===== src/rtl/mac_tbl_pkg.sv =====
package mac_tbl_pkg;
  localparam int MAC_W = 48;

  typedef enum logic [2:0] {
    OP_LOOKUP = 3'd0,
    OP_WRITE  = 3'd1,
    OP_CLEAR  = 3'd2,
    OP_READ   = 3'd3,
    OP_PDEL   = 3'd4
  } op_e;

  typedef enum logic [1:0] {
    LC_ZERO = 2'd0,
    LC_INC  = 2'd1,
    LC_DEC  = 2'd2,
    LC_HOLD = 2'd3
  } lc_e;

  typedef enum logic [2:0] {
    ST_IDLE, ST_EXEC, ST_LOAD, ST_SRD, ST_SEV, ST_DONE, ST_WIPE
  } st_e;

  function automatic logic op_defined(input logic [2:0] code);
    return code <= 3'd4;
  endfunction
endpackage


===== src/rtl/mac_tbl_ram.sv =====
module mac_tbl_ram #(
  parameter int DEPTH = 16,
  parameter int WIDTH = 58,
  localparam int AW = $clog2(DEPTH)
) (
  input  logic             clk,
  input  logic             we,
  input  logic [AW-1:0]    waddr,
  input  logic [WIDTH-1:0] wdata,
  input  logic [AW-1:0]    raddr,
  output logic [WIDTH-1:0] rdata
);
  logic [WIDTH-1:0] mem [DEPTH];

  always_ff @(posedge clk) begin
    if (we) mem[waddr] <= wdata;
    rdata <= mem[raddr];
  end
endmodule


===== src/rtl/mac_tbl_match.sv =====
module mac_tbl_match #(
  parameter int NPORTS = 5,
  parameter int MAC_W  = 48
) (
  input  logic              ent_valid,
  input  logic [NPORTS-1:0] ent_mask,
  input  logic [MAC_W-1:0]  ent_mac,
  input  logic [MAC_W-1:0]  key_mac,
  input  logic [NPORTS-1:0] port_sel,
  output logic              hit,
  output logic              vacant,
  output logic              port_hit
);
  always_comb begin
    hit      = ent_valid && (ent_mac == key_mac);
    vacant   = !ent_valid;
    port_hit = ent_valid && (|(ent_mask & port_sel));
  end
endmodule


===== src/rtl/mac_learn_cnt.sv =====
module mac_learn_cnt
  import mac_tbl_pkg::*;
#(
  parameter int MAXV = 16,
  localparam int W = $clog2(MAXV + 1)
) (
  input  logic         clk,
  input  logic         rst,
  input  logic         upd,
  input  logic [1:0]   mode,
  output logic [W-1:0] count
);
  localparam logic [W-1:0] TOP = W'(MAXV);

  always_ff @(posedge clk) begin
    if (rst) begin
      count <= '0;
    end else if (upd) begin
      case (lc_e'(mode))
        LC_ZERO: count <= '0;
        LC_INC:  if (count != TOP) count <= count + 1'b1;
        LC_DEC:  if (count != '0)  count <= count - 1'b1;
        default: count <= count;
      endcase
    end
  end
endmodule


===== src/rtl/mac_addr_table.sv =====
module mac_addr_table
  import mac_tbl_pkg::*;
#(
  parameter int DEPTH  = 16,
  parameter int NPORTS = 5,
  parameter int PRIO_W = 3,
  localparam int IDX_W = $clog2(DEPTH),
  localparam int HI_W  = NPORTS + PRIO_W + 2,
  localparam int ARG_W = (IDX_W > NPORTS) ? IDX_W : NPORTS,
  localparam int CNT_W = $clog2(DEPTH + 1)
) (
  input  logic              clk,
  input  logic              rst,
  input  logic              cmd_wr,
  input  logic [2:0]        cmd_op,
  input  logic [ARG_W-1:0]  cmd_arg,
  output logic              busy,
  output logic [IDX_W-1:0]  res_idx,
  input  logic              wipe_req,
  output logic              wipe_busy,
  input  logic              lo_wr,
  input  logic [47:0]       lo_wdata,
  output logic [47:0]       lo_rdata,
  input  logic              hi_wr,
  input  logic [HI_W-1:0]   hi_wdata,
  output logic [HI_W-1:0]   hi_rdata,
  input  logic              lc_wr,
  input  logic [1:0]        lc_mode,
  output logic [CNT_W-1:0]  lc_count
);
  localparam int ENT_W = MAC_W + HI_W;
  localparam logic [IDX_W-1:0] LAST = IDX_W'(DEPTH - 1);
  localparam logic [HI_W-1:0] MISS_HI = {2'b00, {PRIO_W{1'b0}}, {NPORTS{1'b1}}};

  st_e               st;
  op_e               op_q;
  logic [IDX_W-1:0]  idx_q, hit_idx, free_idx;
  logic              found, free_found;
  logic [HI_W-1:0]   hit_hi;
  logic [NPORTS-1:0] port_q;
  logic [MAC_W-1:0]  lo_q;
  logic [HI_W-1:0]   hi_q;
  logic              busy_q, wipe_q;
  logic [IDX_W-1:0]  res_q;

  logic              ram_we;
  logic [IDX_W-1:0]  ram_waddr, ram_raddr;
  logic [ENT_W-1:0]  ram_wdata, ram_rdata;
  logic [MAC_W-1:0]  rd_mac;
  logic [HI_W-1:0]   rd_hi;
  logic              m_hit, m_vacant, m_port_hit;

  logic idle, acc_cmd, acc_wipe, scan_op;

  assign rd_mac = ram_rdata[ENT_W-1:HI_W];
  assign rd_hi  = ram_rdata[HI_W-1:0];

  assign idle     = (st == ST_IDLE);
  assign acc_cmd  = cmd_wr && idle && op_defined(cmd_op);
  assign acc_wipe = wipe_req && idle && !acc_cmd;
  assign scan_op  = (cmd_op == OP_LOOKUP) || (cmd_op == OP_PDEL);

  mac_tbl_ram #(.DEPTH(DEPTH), .WIDTH(ENT_W)) u_ram (
    .clk   (clk),
    .we    (ram_we),
    .waddr (ram_waddr),
    .wdata (ram_wdata),
    .raddr (ram_raddr),
    .rdata (ram_rdata)
  );

  mac_tbl_match #(.NPORTS(NPORTS), .MAC_W(MAC_W)) u_match (
    .ent_valid (rd_hi[HI_W-1]),
    .ent_mask  (rd_hi[NPORTS-1:0]),
    .ent_mac   (rd_mac),
    .key_mac   (lo_q),
    .port_sel  (port_q),
    .hit       (m_hit),
    .vacant    (m_vacant),
    .port_hit  (m_port_hit)
  );

  mac_learn_cnt #(.MAXV(DEPTH)) u_lcnt (
    .clk   (clk),
    .rst   (rst),
    .upd   (lc_wr),
    .mode  (lc_mode),
    .count (lc_count)
  );

  always_comb begin
    ram_we    = 1'b0;
    ram_waddr = idx_q;
    ram_wdata = '0;
    ram_raddr = idx_q;
    case (st)
      ST_EXEC: begin
        if (op_q == OP_WRITE) begin
          ram_we    = 1'b1;
          ram_wdata = {lo_q, hi_q};
        end else if (op_q == OP_CLEAR) begin
          ram_we = 1'b1;
        end
      end
      ST_SEV:  if (op_q == OP_PDEL && m_port_hit) ram_we = 1'b1;
      ST_WIPE: ram_we = 1'b1;
      default: ;
    endcase
  end

  always_ff @(posedge clk) begin
    if (rst) begin
      st         <= ST_IDLE;
      op_q       <= OP_LOOKUP;
      idx_q      <= '0;
      hit_idx    <= '0;
      free_idx   <= '0;
      found      <= 1'b0;
      free_found <= 1'b0;
      hit_hi     <= '0;
      port_q     <= '0;
      lo_q       <= '0;
      hi_q       <= '0;
      busy_q     <= 1'b0;
      wipe_q     <= 1'b0;
      res_q      <= '0;
    end else begin
      case (st)
        ST_IDLE: begin
          if (lo_wr) lo_q <= lo_wdata;
          if (hi_wr) hi_q <= hi_wdata;
          if (acc_cmd) begin
            op_q       <= op_e'(cmd_op);
            idx_q      <= scan_op ? '0 : cmd_arg[IDX_W-1:0];
            res_q      <= cmd_arg[IDX_W-1:0];
            port_q     <= cmd_arg[NPORTS-1:0];
            found      <= 1'b0;
            free_found <= 1'b0;
            hit_idx    <= '0;
            free_idx   <= '0;
            busy_q     <= 1'b1;
            st         <= scan_op ? ST_SRD : ST_EXEC;
          end else if (acc_wipe) begin
            idx_q  <= '0;
            wipe_q <= 1'b1;
            st     <= ST_WIPE;
          end
        end
        ST_EXEC: begin
          if (op_q == OP_READ) begin
            st <= ST_LOAD;
          end else begin
            busy_q <= 1'b0;
            st     <= ST_IDLE;
          end
        end
        ST_LOAD: begin
          lo_q   <= rd_mac;
          hi_q   <= rd_hi;
          busy_q <= 1'b0;
          st     <= ST_IDLE;
        end
        ST_SRD: st <= ST_SEV;
        ST_SEV: begin
          if (op_q == OP_LOOKUP) begin
            if (m_hit && !found) begin
              found   <= 1'b1;
              hit_idx <= idx_q;
              hit_hi  <= rd_hi;
            end
            if (m_vacant && !free_found) begin
              free_found <= 1'b1;
              free_idx   <= idx_q;
            end
          end
          if (idx_q == LAST) begin
            st <= ST_DONE;
          end else begin
            idx_q <= idx_q + 1'b1;
            st    <= ST_SRD;
          end
        end
        ST_DONE: begin
          if (op_q == OP_LOOKUP) begin
            if (found) begin
              res_q <= hit_idx;
              hi_q  <= hit_hi;
            end else begin
              res_q <= free_idx;
              hi_q  <= MISS_HI;
            end
          end
          busy_q <= 1'b0;
          st     <= ST_IDLE;
        end
        ST_WIPE: begin
          if (idx_q == LAST) begin
            wipe_q <= 1'b0;
            st     <= ST_IDLE;
          end else begin
            idx_q <= idx_q + 1'b1;
          end
        end
        default: st <= ST_IDLE;
      endcase
    end
  end

  assign busy      = busy_q;
  assign wipe_busy = wipe_q;
  assign lo_rdata  = lo_q;
  assign hi_rdata  = hi_q;
  assign res_idx   = res_q;
endmodule


===== config.mk =====
export PLATFORM = sky130hd
export DESIGN_NAME = mac_addr_table
export DESIGN_NICKNAME = d
export VERILOG_FILES = /design/src/rtl/mac_tbl_pkg.sv /design/src/rtl/mac_tbl_ram.sv /design/src/rtl/mac_tbl_match.sv /design/src/rtl/mac_learn_cnt.sv /design/src/rtl/mac_addr_table.sv
export SDC_FILE = /design/constraint.sdc
export NUM_CORES = 1
export LEC_CHECK = 0
export CAP_MARGIN = 20
export CORE_MARGIN = 5
export CORE_UTILIZATION = 63
export CTS_CLUSTER_DIAMETER = 120
export DETAILED_ROUTE_END_ITERATION = 6
export DONT_BUFFER_PORTS = 1
export GPL_TIMING_DRIVEN = 0
export HOLD_SLACK_MARGIN = 0.02
export PLACE_DENSITY = 0.79
export SLEW_MARGIN = 30
export SYNTH_ARGS = -nofsm -noshare
export SYNTH_HDL_FRONTEND = slang
export SYNTH_SLANG_ARGS = --single-unit

===== constraint.sdc =====
create_clock -name clk -period 6 [get_ports clk]
set_input_delay 0.3 -clock clk [delete_from_list [all_inputs] [get_ports clk]]
set_output_delay 0.3 -clock clk [all_outputs]
set_load 0.005 [all_outputs]

==> flow_summary_export.csv <==
group,metric,value,unit
routing,first_iter_violations,3814,
sta,setup-violations-final,0,
final_layout,seq_area,31100,um2
global_route,first_global_vias,23100,
sta,report.final.hold_viol_count,0,
place,placed_area,43400,um2
clock_network,insertion_delay,680,ps
synthesis,post-synth-top-count-cell,"edfxtp_1",
setup_path,required,6370,ps
setup_path,path_cells,"clkbuf_1, nor2_1, nand2_1, o32ai_2, clkbuf_1, nor2b_4, buf_12, buf_16",
synthesis,synth.top_cells.by_area,"edfxtp_1, mux4_2, dfxtp_1, a222oi_1, xor2_1",
final_layout,num-nets-final,2315,
pwr,power_leakage,13.1,nW
synthesis,syn_area,41600,um2
synthesis,synthDistinctLibCells,58,
final_layout,fin_area,47700,um2
synthesis,syn_avg_cell_area,20.6,um2
setup_path,reg2reg_depth,8,
global_route,overflow,0,
sta,whs,109,ps
sta,period_share,59.4,%
min_path,min_path_cells,3,
routing,wl,115,mm
floorplan,ioPinCount,144,
routing,ant_nets,0,
floorplan,start_util,63.4,%
synthesis,synth_fp_nets,2107,
clock_network,cts_made_buffers,105,
setup_path,critPathCaptureType,"register",
synthesis,yosys.area.top_type,"edfxtp_1",
floorplan,dieHeight,267,um
pwr,p_per_area,356,nW/um2
global_route,track_usage,32.5,%
setup_path,critPathBufInv,4,
floorplan,rows,94,
synthesis,async_flop_share,0,%
place,place_inst,2914,
synthesis,synth_top_area_share,67.0,%
synthesis,ys_ff_latch,1090,
sta,relSlewSlack,31.8,%
routing,drt_pass1_iterations,7,
synthesis,yosysWarnings,0,
final_layout,synthToLayoutAreaGrowth,14.6,%
setup_path,cp_common_cell,"clkbuf_1",
floorplan,dieArea,71300,um2
run_status,outcome,"complete, but fails checks",
setup_path,worst-setup-path-type,"reg -> reg",
final_layout,drive_above_1_share,23.3,%
setup_path,crit_family,"buffers and inverters",
setup_path,cp_max_fo,16,
sta,worstMarginPinSlew,1020,ps
global_route,grt_pass1_wl,163,mm
min_path,hold_path.class,"in -> reg",
clock_network,post-cts-setup-buffers,0,
synthesis,syn_inst,2021,
global_route,grt_max_degree,32,
synthesis,synthTopCellsByCount,"edfxtp_1, mux4_2, dfxtp_1, nor2_1, clkbuf_1",
setup_path,start_kind,"register",
sta,clock-skew-final,36.4,ps
run_status,failed_checks,"design-rule violations",
place,hpwl,67.4,mm
setup_path,cp_slowest_stage_delay,720,ps
setup_path,critPathArrivalTime,3930,ps
routing,wl_per_cell,36.2,um
floorplan,die_x,267,um
setup_path,cp.depth,8,
clock_network,clock_sinks,1090,
routing,vias,22800,
final_layout,stdcell_count,3187,
clock_network,cts_tree,"done",
sta,fmax,0.281,GHz
place,io_buffers,0,
clock_network,cts_root_buffer,"clkbuf_16",
sta,period_needed,3560,ps
global_route,antenna_found_initial,8,
synthesis,ys_seq_area_share,74.7,%
synthesis,ys.flop_type,"edfxtp_1",
place,gp_congestion,0.875,
routing,viasPerCell,7.15,
setup_path,cpMaxStageDelayCell,"o32ai_2",
clock_network,h-tree-depth,3,
pwr,p_total,17.0,mW
final_layout,multi_input_area,10000,um2
clock_network,clk_path_buf_depth,3,
final_layout,num-fill-cells,3578,
synthesis,synth_edf_count,928,
final_layout,final_util,72.7,%
sta,rsz0062_at_grt,"false",
clock_network,path_clk_slew,60,ps
floorplan,core_area,65600,um2
pwr,irDropWorstVdd,0.373,mV
job,maxCapViolCount,0,
routing,drc,5,
sta,finalMaxSlewViolations,0,
kinds of logic (layout without fill, tap and decap cells):
family | count (synthesis) | in the layout | share of synthesized area, %
compound gates | 137 | 137 | 2.68
xor+xnor | 45 | 45 | 0.947
fa+ha+maj | 11 | 11 | 0.349
buf+inv | 144 | 441 | 1.41
flops | 1090 | 1090 | 74.7
mux | 312 | 312 | 16.2
other cells | 0 | 5 | 0
simple gates | 282 | 282 | 3.64
path summary, 6_finish.rpt:
path,startpoint,endpoint,slack (ps)
worst max-delay path,st[2],u_ram.mem[15][47],2440
worst min-delay path,cmd_wr,hit_idx[3],110
worst min register to register,port_q[0],port_q[0],460
worst max register to register,st[2],u_ram.mem[15][47],2440
layer usage:
metal | track usage, % | up-vias | wire (um)
li1 | - | 8813 | -
met1 | 42.2 | 11700 | 38100
met5 | 0 | - | 27
met4 | 12.6 | 4 | 5420
met2 | 52.8 | 1950 | 56400
met3 | 9.58 | 361 | 15300
report_power, final:
part | total, mW | switching, mW | internal [mW]
clock network | 6.75 | 2.84 | 3.91
logic | 1.72 | 1.04 | 0.677
registers | 8.50 | 0.214 | 8.29
total | 17.0 | 4.10 | 12.9
repair_timing:
action / 4_1_cts / 5_1_grt
hold buffers: 72 / 0
endpoints found under the hold margin: 82 / 0
gates resized for setup: 0 / 0
flip-flops by register name, indices dropped and copies added, names as in the netlist, 3 cells and up:
signal	count
u_ram.mem	928
u_ram.rdata	58
lo_rdata	48
hi_rdata	10
hit_hi	10
port_q	5
u_lcnt.count	5
free_idx	4
hit_idx	4
idx_q	4
res_idx	4
op_q	3
st	3
layout make-up:
type                       count  share of cell area, %
antenna                        5                 0.0262
sequential                  1090                   65.2
tap                          864                   2.27
inverter                      24                  0.189
timing repair buffer         101                   2.88
multi-input combinational    787                   21.0
clock buffer                 148                   6.18
clock inverter                48                   1.20
buffer                       120                   1.07
cells in the final DEF (no fill, tap or decap), types with 12 or more instances in the layout:
cell             n
edfxtp_1       928
mux4_2         290
dfxtp_1        162
clkbuf_1       108
clkbuf_16      106
nor2_1          95
dlygate4sd3_1   72
and2_1          59
a222oi_1        50
xor2_1          43
buf_2           33
nand2_1         30
nand2b_1        29
inv_1           24
a21oi_1         24
clkinv_2        22
mux2i_1         21
buf_12          16
clkbuf_8        14
buf_16          12
through the flow:
| step | setup slack [ps] | setup TNS (ps) |
|---|---|---|
| 2_1_floorplan | 1530 | 0 |
| 3_3_place_gp | -2230 | -129020 |
| 3_5_place_dp | 2310 | 0 |
| 4_1_cts | 2200 | 0 |
| 5_1_grt | 2440 | 0 |
| 6_report | 2440 | 0 |
tightest hold or removal path: cells and delay by family:
| family | cells | cell delay [ps] |
|---|---|---|
| AND/OR/NAND/NOR | 2 | 300 |
| multiplexers | 1 | 120 |
Note: power is estimated with default switching activity, not from simulation.
